$ cat src/rtl/spiPkg.sv
package spiPkg;
  localparam int unsigned DATA_W   = 8;
  localparam int unsigned CFG_W    = 8;
  localparam int unsigned MAX_HALF = 64;
  localparam int unsigned HALF_W   = $clog2(MAX_HALF + 1);

  // configuration bit positions (software-visible)
  localparam int unsigned BIT_EN    = 0;
  localparam int unsigned BIT_PRE_L = 1;
  localparam int unsigned BIT_PRE_H = 2;
  localparam int unsigned BIT_DBL   = 4;
  localparam int unsigned BIT_MST   = 5;
  localparam int unsigned BIT_ORD   = 6;
  localparam logic [CFG_W-1:0] CFG_MASK = 8'h77;

  typedef struct packed {
    logic       enable;
    logic       master;
    logic       lsbFirst;
    logic       dbl;
    logic [1:0] divSel;
    logic       loadTx;
  } spiCmd_t;

  // half period of the serial clock, in system clocks
  function automatic logic [HALF_W-1:0] halfPeriod(input logic [1:0] divSel, input logic dbl);
    logic [HALF_W-1:0] h;
    case (divSel)
      2'd0:    h = HALF_W'(2);
      2'd1:    h = HALF_W'(8);
      2'd2:    h = HALF_W'(32);
      default: h = HALF_W'(64);
    endcase
    return dbl ? (h >> 1) : h;
  endfunction
endpackage

$ cat src/rtl/spiSync.sv
module spiSync #(
  parameter int unsigned Stages   = 2,
  parameter logic        ResetVal = 1'b0
) (
  input  logic clk,
  input  logic rstN,
  input  logic d,
  output logic q
);
  logic chain [Stages+1];

  assign chain[0] = d;

  for (genvar i = 0; i < Stages; i++) begin : g_stage
    always_ff @(posedge clk or negedge rstN) begin
      if (!rstN) chain[i+1] <= ResetVal;
      else       chain[i+1] <= chain[i];
    end
  end

  assign q = chain[Stages];
endmodule

$ cat src/rtl/spiControl.sv
module spiControl
  import spiPkg::*;
#(
  parameter int unsigned CfgW = CFG_W
) (
  input  logic            clk,
  input  logic            rstN,
  input  logic            cfgWrEn,
  input  logic [CfgW-1:0] cfgWrData,
  input  logic            dataWrEn,
  input  logic            flagClr,
  input  logic            ssDisable,
  input  logic            ssDirIn,
  input  logic            ssLow,
  input  logic            doneStrobe,
  output spiCmd_t         cmd,
  output logic [CfgW-1:0] cfgReg,
  output logic            irqFlag
);
  logic            faultNow;
  logic [CfgW-1:0] cfgNext;

  assign faultNow = cfgReg[BIT_EN] & cfgReg[BIT_MST] & ssDirIn & ~ssDisable & ssLow;

  always_comb begin
    cfgNext = cfgWrEn ? (cfgWrData & CFG_MASK) : cfgReg;
    if (faultNow) cfgNext[BIT_MST] = 1'b0;
  end

  always_ff @(posedge clk or negedge rstN) begin
    if (!rstN) begin
      cfgReg  <= '0;
      irqFlag <= 1'b0;
    end else begin
      cfgReg <= cfgNext;
      if (doneStrobe || faultNow) irqFlag <= 1'b1;
      else if (flagClr)           irqFlag <= 1'b0;
    end
  end

  always_comb begin
    cmd.enable   = cfgReg[BIT_EN];
    cmd.master   = cfgReg[BIT_MST];
    cmd.lsbFirst = cfgReg[BIT_ORD];
    cmd.dbl      = cfgReg[BIT_DBL];
    cmd.divSel   = cfgReg[BIT_PRE_H:BIT_PRE_L];
    cmd.loadTx   = dataWrEn & cfgReg[BIT_EN];
  end

  p_fault_drops_master_r8: assert property (@(posedge clk) disable iff (!rstN)
    faultNow |=> (!cfgReg[BIT_MST] && irqFlag));
  p_fault_suppressed_r9: assert property (@(posedge clk) disable iff (!rstN)
    (ssDisable && cfgReg[BIT_MST] && !cfgWrEn) |=> cfgReg[BIT_MST]);
  p_flag_sticky_r7: assert property (@(posedge clk) disable iff (!rstN)
    (irqFlag && !flagClr) |=> irqFlag);
  p_flag_clear_r7: assert property (@(posedge clk) disable iff (!rstN)
    (flagClr && !doneStrobe && !faultNow) |=> !irqFlag);
  p_reserved_zero_r2: assert property (@(posedge clk) disable iff (!rstN)
    (!cfgReg[7] && !cfgReg[3]));
endmodule

$ cat src/rtl/spiDatapath.sv
module spiDatapath
  import spiPkg::*;
#(
  parameter int unsigned DataW      = DATA_W,
  parameter int unsigned SyncStages = 2
) (
  input  logic             clk,
  input  logic             rstN,
  input  spiCmd_t          cmd,
  input  logic [DataW-1:0] txData,
  input  logic             misoIn,
  output logic             sckOut,
  output logic             mosiOut,
  input  logic             sckIn,
  input  logic             ssIn,
  input  logic             mosiIn,
  output logic             misoOut,
  output logic             ssLow,
  output logic             doneStrobe,
  output logic [DataW-1:0] rxData
);
  localparam int unsigned BitW = $clog2(DataW + 1);
  localparam logic [BitW-1:0] LastBit = BitW'(DataW - 1);

  logic sckS, ssS, mosiS, sckPrev;
  logic sckRise, sckFall;
  logic masterOn, slaveOn;
  logic [DataW-1:0]  shreg, txHold, rxQ;
  logic [BitW-1:0]   bitCnt;
  logic [HALF_W-1:0] halfCnt, halfReload;
  logic busy, sckQ, sampled, phase, doneQ, outBit;

  spiSync #(.Stages(SyncStages), .ResetVal(1'b0)) u_syncSck  (.clk(clk), .rstN(rstN), .d(sckIn),  .q(sckS));
  spiSync #(.Stages(SyncStages), .ResetVal(1'b1)) u_syncSs   (.clk(clk), .rstN(rstN), .d(ssIn),   .q(ssS));
  spiSync #(.Stages(SyncStages), .ResetVal(1'b0)) u_syncMosi (.clk(clk), .rstN(rstN), .d(mosiIn), .q(mosiS));

  function automatic logic [DataW-1:0] shiftIn(input logic [DataW-1:0] v, input logic b, input logic lsbFirst);
    return lsbFirst ? {b, v[DataW-1:1]} : {v[DataW-2:0], b};
  endfunction

  assign ssLow      = ~ssS;
  assign sckRise    = sckS & ~sckPrev;
  assign sckFall    = ~sckS & sckPrev;
  assign masterOn   = cmd.enable & cmd.master;
  assign slaveOn    = cmd.enable & ~cmd.master;
  assign halfReload = halfPeriod(cmd.divSel, cmd.dbl) - HALF_W'(1);
  assign outBit     = cmd.lsbFirst ? shreg[0] : shreg[DataW-1];

  always_ff @(posedge clk or negedge rstN) begin
    if (!rstN) begin
      sckPrev <= 1'b0;
      shreg   <= '0;
      txHold  <= '0;
      rxQ     <= '0;
      bitCnt  <= '0;
      halfCnt <= '0;
      busy    <= 1'b0;
      sckQ    <= 1'b0;
      sampled <= 1'b0;
      phase   <= 1'b0;
      doneQ   <= 1'b0;
    end else begin
      doneQ   <= 1'b0;
      sckPrev <= sckS;
      if (cmd.loadTx) txHold <= txData;
      if (!cmd.enable) begin
        busy   <= 1'b0;
        sckQ   <= 1'b0;
        bitCnt <= '0;
        phase  <= 1'b0;
      end else if (cmd.master) begin
        phase <= 1'b0;
        if (!busy) begin
          sckQ <= 1'b0;
          if (cmd.loadTx) begin
            busy    <= 1'b1;
            shreg   <= txData;
            halfCnt <= halfReload;
            bitCnt  <= '0;
          end
        end else if (halfCnt != '0) begin
          halfCnt <= halfCnt - HALF_W'(1);
        end else begin
          halfCnt <= halfReload;
          if (!sckQ) begin
            sckQ    <= 1'b1;
            sampled <= misoIn;
          end else begin
            sckQ  <= 1'b0;
            shreg <= shiftIn(shreg, sampled, cmd.lsbFirst);
            if (bitCnt == LastBit) begin
              busy   <= 1'b0;
              doneQ  <= 1'b1;
              rxQ    <= shiftIn(shreg, sampled, cmd.lsbFirst);
              bitCnt <= '0;
            end else begin
              bitCnt <= bitCnt + BitW'(1);
            end
          end
        end
      end else begin
        busy <= 1'b0;
        sckQ <= 1'b0;
        if (!ssLow) begin
          shreg  <= cmd.loadTx ? txData : txHold;
          bitCnt <= '0;
          phase  <= 1'b0;
        end else if (sckRise) begin
          if (bitCnt == LastBit) begin
            rxQ    <= shiftIn(shreg, mosiS, cmd.lsbFirst);
            doneQ  <= 1'b1;
            bitCnt <= '0;
            shreg  <= txHold;
            phase  <= 1'b0;
          end else begin
            sampled <= mosiS;
            phase   <= 1'b1;
            bitCnt  <= bitCnt + BitW'(1);
          end
        end else if (sckFall && phase) begin
          shreg <= shiftIn(shreg, sampled, cmd.lsbFirst);
          phase <= 1'b0;
        end
      end
    end
  end

  assign sckOut     = sckQ;
  assign mosiOut    = (masterOn & busy) ? outBit : 1'b0;
  assign misoOut    = (slaveOn & ssLow) ? outBit : 1'b0;
  assign doneStrobe = doneQ;
  assign rxData     = rxQ;

  p_sck_idle_low_r3: assert property (@(posedge clk) disable iff (!rstN)
    !masterOn |=> !sckOut);
  p_mosi_steady_high_r5: assert property (@(posedge clk) disable iff (!rstN)
    (sckOut && masterOn) |=> ($stable(mosiOut) || !sckOut));
  p_disabled_no_done_r10: assert property (@(posedge clk) disable iff (!rstN)
    !cmd.enable |=> !doneStrobe);
  p_deselected_no_done_r12: assert property (@(posedge clk) disable iff (!rstN)
    (slaveOn && !ssLow) |=> !doneStrobe);
endmodule

$ cat src/rtl/spiModeFaultCtrl.sv
module spiModeFaultCtrl
  import spiPkg::*;
(
  input  logic              clk,
  input  logic              rstN,
  input  logic              cfgWrEn,
  input  logic [CFG_W-1:0]  cfgWrData,
  output logic [CFG_W-1:0]  cfgRd,
  input  logic              dataWrEn,
  input  logic [DATA_W-1:0] dataWrData,
  output logic [DATA_W-1:0] rxData,
  input  logic              flagClr,
  output logic              irqFlag,
  input  logic              ssDisable,
  input  logic              ssDirIn,
  output logic              sckOut,
  output logic              mosiOut,
  input  logic              misoIn,
  input  logic              sckIn,
  input  logic              ssIn,
  input  logic              mosiIn,
  output logic              misoOut
);
  spiCmd_t cmd;
  logic    ssLow, doneStrobe;

  spiControl #(.CfgW(CFG_W)) u_ctrl (
    .clk(clk), .rstN(rstN), .cfgWrEn(cfgWrEn), .cfgWrData(cfgWrData),
    .dataWrEn(dataWrEn), .flagClr(flagClr), .ssDisable(ssDisable),
    .ssDirIn(ssDirIn), .ssLow(ssLow), .doneStrobe(doneStrobe),
    .cmd(cmd), .cfgReg(cfgRd), .irqFlag(irqFlag)
  );

  spiDatapath #(.DataW(DATA_W), .SyncStages(2)) u_dp (
    .clk(clk), .rstN(rstN), .cmd(cmd), .txData(dataWrData),
    .misoIn(misoIn), .sckOut(sckOut), .mosiOut(mosiOut),
    .sckIn(sckIn), .ssIn(ssIn), .mosiIn(mosiIn), .misoOut(misoOut),
    .ssLow(ssLow), .doneStrobe(doneStrobe), .rxData(rxData)
  );
endmodule

$ cat config.mk
export PLATFORM = sky130hd
export DESIGN_NAME = spiModeFaultCtrl
export DESIGN_NICKNAME = d
export VERILOG_FILES = /design/src/rtl/spiPkg.sv /design/src/rtl/spiSync.sv /design/src/rtl/spiControl.sv /design/src/rtl/spiDatapath.sv /design/src/rtl/spiModeFaultCtrl.sv
export SDC_FILE = /design/constraint.sdc
export NUM_CORES = 1
export LEC_CHECK = 0
export ABC_AREA = 1
export ABC_CLOCK_PERIOD_IN_PS = 3600
export BUFFER_PORTS_ARGS = -buffer_cell sky130_fd_sc_hd__buf_4
export CAP_MARGIN = 20
export CORE_UTILIZATION = 64
export CTS_BUF_LIST = sky130_fd_sc_hd__clkbuf_8
export CTS_CLUSTER_SIZE = 14
export DETAILED_ROUTE_END_ITERATION = 8
export PLACE_DENSITY_LB_ADDON = 0.25
export SKIP_CTS_REPAIR_TIMING = 1
export SLEW_MARGIN = 20
export SYNTH_ARGS = -nofsm -noshare
export SYNTH_HDL_FRONTEND = slang
export SYNTH_SLANG_ARGS = --single-unit
$ cat constraint.sdc
create_clock -name clk -period 3.6 [get_ports clk]
set_clock_uncertainty 0.1 [all_clocks]
set_input_delay 0.36 -clock clk [delete_from_list [all_inputs] [get_ports clk]]
set_output_delay 0.36 -clock clk [all_outputs]
set_load 0.1 [all_outputs]
Word-level counts from Yosys, hierarchy flattened
Index checks and enable logic that the tools add are counted.
{"block": "totals", "inputBits": 27, "output_inout_bits": 20, "regBits": 54, "word_cells": 145}
{"block": "op_classes", "n_addsub": 3, "bitwise_logic": 15, "eq_ne": 19, "n_reduce_logical": 15, "mux": 73}
{"operator": "2-to-1 mux 8 bit", "count": 20}
{"operator": "2-to-1 mux 1 bit", "count": 38}
{"operator": "2-to-1 mux 4 bit", "count": 9}
{"operator": "2-to-1 mux 7 bit", "count": 4}
{"operator": "case mux 7 bit (3 select lines)", "count": 1}
{"operator": "subtractor 7 x 1 -> 7 bit, second input constant", "count": 2}
{"operator": "!= test 4 bit, second input constant", "count": 3}
{"operator": "AND 1 bit", "count": 10}
{"operator": "!= test 2 bit, second input constant", "count": 5}
{"operator": "nonzero test 2 bit", "count": 5}
{"operator": "AND reduction 8 bit", "count": 1}
{"operator": "AND reduction 7 bit", "count": 1}
{"operator": "nonzero test 7 bit", "count": 1}
{"operator": "2-to-1 mux 6 bit", "count": 1}
{"operator": "!= test 3 bit, second input constant", "count": 2}
{"operator": "AND reduction 6 bit", "count": 1}
{"operator": "!= test 5 x 1 -> 1 bit, second input constant", "count": 1}
{"operator": "inverter 1 bit", "count": 5}
{"operator": "adder 4 x 1 -> 4 bit, second input constant", "count": 1}
{"operator": "== test 4 x 3 -> 1 bit, second input constant", "count": 1}
{"operator": "!= test 2 x 1 -> 1 bit, second input constant", "count": 2}
{"operator": "!= test 4 x 1 -> 1 bit, second input constant", "count": 1}
{"operator": "!= test 4 x 2 -> 1 bit, second input constant", "count": 1}
{"operator": "AND reduction 4 bit", "count": 1}
{"operator": "other kinds (8)", "count": 8}

Depth between registers and ports, before layout
Gate-level depths: netlist of the first run.
{"block": "logic_depth", "depth_word": 8, "ltp_mapped": 11, "ltp_nobuf": 11}

Modules after synthesis
Synthesis of the first run repeated with hierarchy kept, for this count alone.
{"block": "unflattened", "hier_cells": 424, "area_unflattened_um2": 3111.7}
{"mod": "spiDatapath", "seq_area_each_um2": 1026.0, "cells_per_inst": 371, "area_per_inst_um2": 2586.2, "instances": 1}
{"mod": "spiControl", "seq_area_each_um2": 175.2, "cells_per_inst": 47, "area_per_inst_um2": 372.9, "instances": 1}
{"mod": "spiSync (u_dp.u_syncMosi ...)", "seq_area_each_um2": 50.0, "cells_per_inst": 2, "area_per_inst_um2": 50.0, "instances": 2}
{"mod": "spiSync (u_dp.u_syncSs)", "seq_area_each_um2": 52.6, "cells_per_inst": 2, "area_per_inst_um2": 52.6, "instances": 1}

Worst setup path after synthesis of the first run
Ideal clock, no wire load.
{"block": "synth_path", "path_kind": "register to output", "start": "register u_ctrl.cfgReg[6]", "end": "output misoOut", "path_stages_with_launch": 4, "path_buffers": 1, "t_arrival_ns": 3.450, "required_time_ns": 3.140, "path_slack_ns": -0.310, "path_cell_list": "dfrtp_1 -> buf_2 -> o21ai_0 -> nor3_1"}
{"block": "synth_via", "elab_chain_cells": 2}
{"item": "start: declaration", "line": "spiControl.sv:17", "rtl": "output logic [CfgW-1:0] cfgReg,"}
{"item": "start signal: assignment", "line": "spiControl.sv:35", "rtl": "cfgReg <= cfgNext;"}
{"item": "2-to-1 mux 1 bit", "line": "spiDatapath.sv:47", "rtl": "assign outBit = cmd.lsbFirst ? shreg[0] : shreg[DataW-1];"}
{"item": "2-to-1 mux 1 bit", "line": "spiDatapath.sv:130", "rtl": "assign misoOut = (slaveOn & ssLow) ? outBit : 1'b0;"}
{"item": "end: declaration", "line": "spiModeFaultCtrl.sv:22", "rtl": "output logic misoOut"}
Every way passes these cells.

Worst setup path after layout of the first run
{"block": "layout_path", "start": "register u_ctrl.cfgReg[5]", "end": "output mosiOut"}
{"block": "layout_via", "elab_chain_cells": 3}
{"item": "AND 1 bit", "line": "spiDatapath.sv:44", "rtl": "assign masterOn = cmd.enable & cmd.master;"}
{"item": "AND 1 bit", "line": "spiDatapath.sv:129", "rtl": "assign mosiOut = (masterOn & busy) ? outBit : 1'b0;"}
{"item": "2-to-1 mux 1 bit", "line": "spiDatapath.sv:129"}
{"item": "end: declaration", "line": "spiModeFaultCtrl.sv:17", "rtl": "output logic mosiOut,"}
Every way passes these cells.

==> results.toml, run 1 <==
[outcome]
outcome = "finished with violations"
violations = "negative hold slack"

[yosys]
synthCells = 441
syn_area_um2 = 3200
synth_adder_area_share_pct = 1.57
yosysSeqAreaShare_pct = 42.4
synth_edf_count = 0
synth_top_family_by_area = "simple AND/OR/NAND/NOR gates"
syn_avg_cell_area_um2 = 7.25
synth_cell_types = 32
synthXorXnorAreaFrac_pct = 0.274
ys_warn_count = 0
async_flop_share_pct = 100
muxShareOfSynthArea_pct = 0
synth_compound_area_share_pct = 6.89
ys_seq_elements = 54
synthFlopType = "dfrtp_1"
synthSimpleGateAreaFrac_pct = 40.9

[clocking]
htreeDepth = 2
clockBufferDepth = 2
worstSkewPairLatency_ns = 0.31
cts.sinks = 54
clockRootBuffer = "clkbuf_8"
cts_buffers = 5
path_clk_slew_ns = 0.10
cts_tree = "done"

[route]
drt-pass1-iter-count = 5
drc = 0
vias_per_cell = 5.45
finalWirelength_um = 7490
vias = 2993
avgRoutedWirePerCell_um = 13.6
ant_nets = 0
drt_iter0_drc = 244

[worst_setup_path]
critical_path.max_fanout = 18
slowest_delay_ns = 0.76
criticalPathCategory = "reg2out"
r2r_end = "u_dp.halfCnt[5]$_DFFE_PN0P_"
path_cells = "nand2_1, nor3_1, buf_4"
r2r-start = "u_ctrl.cfgReg[5]$_DFFE_PN0P_"
crit_required_ns = 3.14
cp-end-kind = "output pin"
crit_slowest_cell = "dfrtp_1"
cp-start-kind = "flop"
r2r_slack_ns = 1.62
arrival_ns = 2.06
rr_worst_depth = 7

[layout]
drive_gt1_share_pct = 17.4
seqCellArea_um2 = 1350
final_common_cell = "nand2_1"
layoutNonFillerInstCount = 549
final_net_count = 512
antenna_cells = 0
fill_cells = 379
mostFrequentLayoutCells = "nand2_1, nand3_1, dfrtp_1, inv_1, buf_4"
multi_input_area_um2 = 1590
syn_to_final_growth_pct = 14.0

[place]
place.gp.congestion = 0.889
detailed_place_hpwl_um = 5330
dp_cells = 541
portBuffers = 42

[sta]
setup_tns_ns = 0
slew_headroom_pct = 54.8
finalMaxSlewViolations = 0
worst_pin_slew_ns = 0.678
setup_viol = 0
timing.final.crit_share_pct = 69.9
whs_ns = -0.0214
max_freq_mhz = 397
hold_viol_final = 25
grt_setup_unrepaired = "no"
min_period_ns = 2.52

[grt]
grt.overflow.total = 0
first_global_vias = 2790
antenna_found_initial = 0
grt_max_degree = 55
grt_pass1_wl_um = 12900
track_usage_pct = 31.7

[pwr]
vdd_ir_drop_max_uv = 311
power_density_nw_per_um2 = 477
totalPowerFinal_uw = 1740
p_leak_uw = 0.00193

[job]
drv_cap = 0

[floorplanning]
design.portCount = 47
die_area_um2 = 5280
rows = 25
start_util_pct = 67.2
core_area_um2 = 4750
fp.dieH_um = 72.7
die_width_um = 72.7

[min_path]
hold_path.class = "in2async"
==> synth_stat cells (2+ instances only) <==
library cell,instances,area share [%]
inv_2,3,0.35
ha_1,4,1.6
clkbuf_1,2,0.24
dfstp_2,2,1.6
nor2_4,3,1.1
nand2_2,6,1.2
nor2_1,17,2.0
a21oi_1,7,1.1
buf_4,3,0.70
nor2_2,5,0.98
nand3_1,69,11
o21ai_2,3,0.82
nand2_1,165,19
buf_2,3,0.47
inv_1,43,5.1
o21ai_0,25,3.9
nor3_1,5,0.78
dfrtp_1,52,41
nand2_4,4,1.4
o21ai_1,4,0.63
inv_4,2,0.39
buf_6,2,0.70
nand3_2,3,0.94
==> cell type report <==
class | count | share of cell area (%)
multi-input cells | 330 | 43.7
well taps | 67 | 2.30
repair buffers | 42 | 8.66
clock buffers | 5 | 1.89
flip-flops and latches | 54 | 37.2
inverters | 48 | 5.08
clock inverters | 3 | 1.17
==> state kept, by name (all words and copies together) (netlist names), 4 cells and up <==
signal / flops
u_ctrl.cfgReg: 6
u_dp.bitCnt: 4
u_dp.txHold: 8
u_dp.halfCnt: 7
u_dp.rxData: 8
u_dp.shreg: 8
==> critical path: cells and delay by family, from the launching register on <==
family                 cells  cell delay [ns]
flip-flops                 1             0.76
AND/OR/NAND/NOR            2             0.64
buffers and inverters      1             0.34
==> worst max path at each step <==
stage                                 startpoint      end  slack [ns]  depth (start not counted)
CTS                 u_ctrl.cfgReg[5]$_DFFE_PN0P_  mosiOut        1.08                          3
floorplan           u_ctrl.cfgReg[6]$_DFFE_PN0P_  misoOut       -0.31                          3
global route        u_ctrl.cfgReg[5]$_DFFE_PN0P_  mosiOut        0.99                          3
detailed placement  u_ctrl.cfgReg[5]$_DFFE_PN0P_  mosiOut        1.46                          3
global placement    u_ctrl.cfgReg[5]$_DFFE_PN0P_  mosiOut        1.51                          3
finish              u_ctrl.cfgReg[5]$_DFFE_PN0P_  mosiOut        1.08                          3
==> metrics by stage <==
step	utilization, %	worst slack (ns)	cell area (um^2)
detailed placement	74.3	1.46	3530
global route	76.6	0.989	3640
global placement	74.3	1.51	3530
floorplan	-	-0.310	3200
finish	76.6	1.08	3640
CTS	76.6	1.08	3640
==> per-layer routing <==
metal | vias to the layer above | share of wire, % | GRT usage (%)
met5 | - | 0 | 0
met4 | 0 | 1.3 | 9.59
met3 | 11 | 7.1 | 5.25
met2 | 127 | 46 | 50.2
met1 | 1374 | 46 | 45.2
li1 | 1481 | - | -
==> power breakdown <==
part	internal, uW	switching (uW)	leakage, uW	total [uW]
clock	206	204	0.0000595	410
sequential	699	92.2	0.000689	791
combinational	169	368	0.00118	536
==> cell families (layout without fill, tap and decap cells) <==
| logic type | Yosys count | in the layout |
|---|---|---|
| AND/OR/NAND/NOR | 282 | 282 |
| buffers and inverters | 58 | 98 |
| flip-flops | 54 | 54 |
| AO/OA/AOI/OAI | 41 | 41 |
| adder cells (fa/ha/maj) | 4 | 4 |
| other | 1 | 2 |
| XOR/XNOR | 1 | 1 |
No activity file was read; power rests on OpenSTA's default activity.
==> run 2, diff against run 1 <==
Settings changed: ABC_CLOCK_PERIOD_IN_PS 3600 to 2600, CORE_UTILIZATION 64 to 59.
Clock period 3.6 ns to 2.6 ns, I/O delays scaled along.
==> run 2 against run 1 <==
Net effect:
- the flow now finishes without violations
- setup slack worse by 0.60 ns
- first-iteration DRC count grew 18%
- total power up 36%
- die area is 8.2% higher
- register-to-register slack got worse by 0.94 ns
- core utilization shrank 4.8 points
- via count increased by 1.8%
- sequential share of layout area down 0.70 points
- cell count is 1.8% higher
- highest routed layer unchanged
==> results.toml, run 2 (synthesis results as in run 1) <==
[outcome]
outcome = "completed"

[route]
drc = 0
drt-pass1-iter-count = 5
ant_nets = 0
finalWirelength_um = 7500
vias = 3047
avgRoutedWirePerCell_um = 13.4
vias_per_cell = 5.45
drt_iter0_drc = 288

[min_path]
hold_end = "u_ctrl.irqFlag$_DFFE_PN0P_"
hold_path.class = "in2reg"
hold_start = "flagClr"
whs_path_depth = 2

[sta]
timing.final.crit_share_pct = 81.2
worst_pin_slew_ns = 0.690
setup_tns_ns = 0
setup_viol = 0
grt_setup_unrepaired = "no"
hold_viol_final = 0
min_period_ns = 2.11
whs_ns = 0.0252
finalMaxSlewViolations = 0
max_freq_mhz = 473
slew_headroom_pct = 54.0
timing.final.ws_setup_ns = 0.488

[grt]
track_usage_pct = 28.5
grt_pass1_wl_um = 12100
first_global_vias = 2605
grt.overflow.total = 0
grt_max_degree = 55
antenna_found_initial = 0

[job]
drv_cap = 0

[clocking]
clockBufferDepth = 2
clockRootBuffer = "clkbuf_8"
worstSkewPairLatency_ns = 0.32
path_clk_slew_ns = 0.11
cts.sinks = 54
cts_tree = "done"
htreeDepth = 2
cts_buffers = 5

[worst_setup_path]
slowest_delay_ns = 0.77
critical_path.max_fanout = 13
cp-end-kind = "output pin"
rr_worst_depth = 11
r2r-start = "u_ctrl.cfgReg[4]$_DFFE_PN0P_"
path_cells = "inv_4, nor3_4, buf_4"
crit_slowest_cell = "dfrtp_1"
r2r_end = "u_dp.halfCnt[6]$_DFFE_PN0P_"
cp-start-kind = "flop"
criticalPathCategory = "reg2out"
crit_required_ns = 2.24
arrival_ns = 1.75
r2r_slack_ns = 0.68

[place]
pre_cts_ws_ns = 0.738
detailed_place_hpwl_um = 5480
portBuffers = 42
place.gp.congestion = 0.929
dp_cells = 547

[pwr]
vdd_ir_drop_max_uv = 370
power_density_nw_per_um2 = 636
totalPowerFinal_uw = 2360
seqPwrFrac_pct = 46.1
power_frac_clock_pct = 21.1
cellInternalPower_uw = 1410
swShare_pct = 40.1
combPwrFrac_pct = 32.8
p_leak_uw = 0.00196
p_switching_uw = 948

[floorplanning]
fp.dieH_um = 75.6
start_util_pct = 61.8
rows = 26
die_area_um2 = 5710
design.portCount = 47
die_width_um = 75.6
core_area_um2 = 5170

[layout]
mostFrequentLayoutCells = "nand2_1, nand3_1, dfrtp_1, buf_4, inv_1"
final_common_cell = "nand2_1"
antenna_cells = 0
drive_gt1_share_pct = 18.6
final_net_count = 519
fill_cells = 445
syn_to_final_growth_pct = 16.3
seqCellArea_um2 = 1360
multi_input_area_um2 = 1620
layoutNonFillerInstCount = 559
run 2: cell count changes in the layout (fill, tap and decap cells not counted), sizes merged:
cell         before  now
bufinv            1    0
dlygate4sd3       0    4
inv              49   50
buf              42   45
run 2: worst max-delay path: cells and delay by family, from the launching register on:
family,cells,cell delay [ns]
flip-flops,1,0.77
buffers and inverters,2,0.47
AND/OR/NAND/NOR,1,0.20
run 2: cell type report:
type / instances / share of cell area [%]
timing repair buffer: 49 / 10.2
clock inverter: 3 / 0.707
clock buffer: 5 / 1.85
sequential: 54 / 36.5
tap: 70 / 2.36
multi-input combinational: 330 / 43.5
inverter: 48 / 4.98
run 2: power by group through the flow:
stage	clock network, uW	logic [uW]	registers, uW
after floorplan	0	519	1130
after global placement	0	739	1100
after detailed placement	0	759	1100
after CTS	510	763	1080
after global routing	545	866	1110
final	499	775	1090
run 2: worst max path at each step:
stage                                       from                           to  slack (ns)  cells past startpoint
floorplan           u_ctrl.cfgReg[5]$_DFFE_PN0P_                      mosiOut        0.05                      3
global placement     u_dp.halfCnt[0]$_DFFE_PN0P_    u_dp.shreg[4]$_DFFE_PN0P_        0.81                     11
detailed placement  u_ctrl.cfgReg[4]$_DFFE_PN0P_  u_dp.halfCnt[6]$_DFFE_PN0P_        0.74                     11
CTS                          u_dp.busy$_DFF_PN0_                      mosiOut        0.47                      3
global route                 u_dp.busy$_DFF_PN0_                      mosiOut        0.38                      3
finish                       u_dp.busy$_DFF_PN0_                      mosiOut        0.49                      3
run 2: per-layer routing:
| layer | vias up | routed length [um] | global-route usage [%] |
|---|---|---|---|
| met5 | - | 0 | 0 |
| met4 | 0 | 100 | 9.05 |
| met3 | 10 | 490 | 5.82 |
| met2 | 133 | 3380 | 42.8 |
| met1 | 1405 | 3530 | 41.7 |
| li1 | 1499 | - | - |
run 2: stage by stage:
| step | utilization [%] | instance area (um^2) |
|---|---|---|
| after global placement | 69.2 | 3580 |
| after detailed placement | 69.2 | 3580 |
| after global routing | 71.8 | 3720 |
| final | 71.8 | 3720 |
| after CTS | 71.1 | 3680 |
| after floorplan | - | 3220 |
==> run 3, diff against run 2 <==
Settings changed: ABC_CLOCK_PERIOD_IN_PS 2600 to 1900, CORE_UTILIZATION 59 to 54.
Clock period 2.6 ns to 1.9 ns, I/O delays scaled along.
==> run 3 against run 2 <==
Net effect:
- first-iteration DRC count shrank 17%
- register-to-register slack got worse by 0.53 ns
- critical path depth is 1 higher
- clock-buffer cell count unchanged
- highest routed layer unchanged
- sequential power grew 39%
- global-route usage decreased by 1.8 points
- wire length is 3.4% higher
- clock power grew 35%
- core utilization decreased by 3.3 points
- the run now ends with negative hold slack left
- hold slack got worse by 0.041 ns
==> results.toml, run 3 (synthesis results as in run 1) <==
[clocking]
cts.sinks = 54
cts_buffers = 5
htreeDepth = 2
worstSkewPairLatency_ns = 0.32
cts_tree = "done"
path_clk_slew_ns = 0.11
clockBufferDepth = 2
clockRootBuffer = "clkbuf_8"

[route]
drt-pass1-iter-count = 5
avgRoutedWirePerCell_um = 13.6
drt_iter0_drc = 239
vias_per_cell = 5.28
drc = 0
vias = 3002
finalWirelength_um = 7750
ant_nets = 0

[grt]
antenna_found_initial = 0
grt_max_degree = 55
first_global_vias = 2858
grt_pass1_wl_um = 13000
grt.overflow.total = 0
track_usage_pct = 26.8

[worst_setup_path]
r2r_end = "u_dp.shreg[4]$_DFFE_PN0P_"
r2r_slack_ns = 0.15
path_cells = "nand2_4, o21ai_4, nor3_4, buf_4"
cp-end-kind = "output pin"
critical_path.max_fanout = 16
rr_worst_depth = 11
cp.buffers_inverters = 1
arrival_ns = 1.53
crit_required_ns = 1.61
slowest_delay_ns = 0.59
cp-start-kind = "flop"
crit_family = "flip-flops"
worstSetupStartpoint = "u_ctrl.cfgReg[6]$_DFFE_PN0P_"
criticalPathCategory = "reg2out"
r2r-start = "u_dp.halfCnt[1]$_DFFE_PN0P_"
crit_slowest_cell = "dfrtp_4"
crit_cells = 4
crit_end = "mosiOut"

[job]
drv_cap = 0

[sta]
min_period_ns = 1.82
slew_headroom_pct = 54.1
finalMaxSlewViolations = 0
hold_viol_final = 1
setup_viol = 0
whs_ns = -0.0156
worst_pin_slew_ns = 0.688
max_freq_mhz = 548
timing.final.crit_share_pct = 96.0

[layout]
layoutNonFillerInstCount = 569
final_net_count = 527
finish.utilization_pct = 68.6
syn_to_final_growth_pct = 20.4
drive_gt1_share_pct = 21.5
antenna_cells = 0
final_common_cell = "nand2_1"
mostFrequentLayoutCells = "nand2_1, nand3_1, buf_4, dfrtp_1, inv_1"

[floorplanning]
core_area_um2 = 5610
die_area_um2 = 6230
design.portCount = 47
die_width_um = 78.9
fp.dieH_um = 78.9
rows = 27
start_util_pct = 57.0

[outcome]
violations = "negative hold slack"
outcome = "finished with violations"

[pwr]
p_switching_uw = 1320
combPwrFrac_pct = 33.6
swShare_pct = 40.2
cellInternalPower_uw = 1960
p_leak_uw = 0.00199
seqPwrFrac_pct = 45.9
power_frac_clock_pct = 20.6
vdd_ir_drop_max_uv = 522
totalPowerFinal_uw = 3280
power_density_nw_per_um2 = 854

[place]
place.gp.congestion = 0.914
portBuffers = 42
detailed_place_hpwl_um = 5770
dp_cells = 552

[min_path]
hold_path.class = "in2reg"
-- run 3: layout make-up --
| class | instances | area, um^2 |
|---|---|---|
| clock inverter | 3 | 25.0 |
| sequential | 54 | 1370 |
| clock buffer | 5 | 68.8 |
| inverter | 48 | 185 |
| timing repair buffer | 57 | 449 |
| tap | 72 | 90.1 |
| fill | 488 | 1760 |
| multi-input combinational | 330 | 1660 |
-- run 3: worst min-delay path: stages --
cell and delay [ns]:
buf_4 0.08, nand2_1 0.04, o21ai_0 0.06
-- run 3: layer usage --
layer	vias up	wire [um]	GRT usage (%)	part of all wire, %
li1	1519	-	-	-
met1	1369	3630	37.4	47
met2	103	3610	43.0	47
met3	11	418	4.71	5.4
met4	0	96	7.27	1.2
met5	-	0	0	0
-- run 3: how the worst min path moves through the flow --
stage	cells past startpoint	from	endpoint
final	3	cfgWrData[1]	u_ctrl.cfgReg[1]$_DFFE_PN0P_
after global routing	3	cfgWrData[1]	u_ctrl.cfgReg[1]$_DFFE_PN0P_
after CTS	1	rstN	u_dp.bitCnt[3]$_DFFE_PN0P_
after detailed placement	1	rstN	u_dp.bitCnt[3]$_DFFE_PN0P_
after global placement	1	rstN	u_dp.bitCnt[3]$_DFFE_PN0P_
after floorplan	0	rstN	u_ctrl.cfgReg[1]$_DFFE_PN0P_
-- run 3: stage by stage --
step / cell area, um^2 / setup TNS [ns] / setup WS, ns
6_report: 3850 / 0 / 0.0766
5_1_grt: 3850 / -0.00513 / -0.00411
4_1_cts: 3750 / 0 / 0.0372
3_5_place_dp: 3660 / 0 / 0.109
3_3_place_gp: 3660 / 0 / 0.179
2_1_floorplan: 3290 / -0.199 / -0.123
-- run 3: power groups by stage --
stage               Clock (uW)  Combinational [uW]  Sequential [uW]
floorplan                    0                 735             1570
global placement             0                1040             1510
detailed placement           0                1070             1520
CTS                        684                1080             1500
global route               737                1240             1530
finish                     675                1100             1510
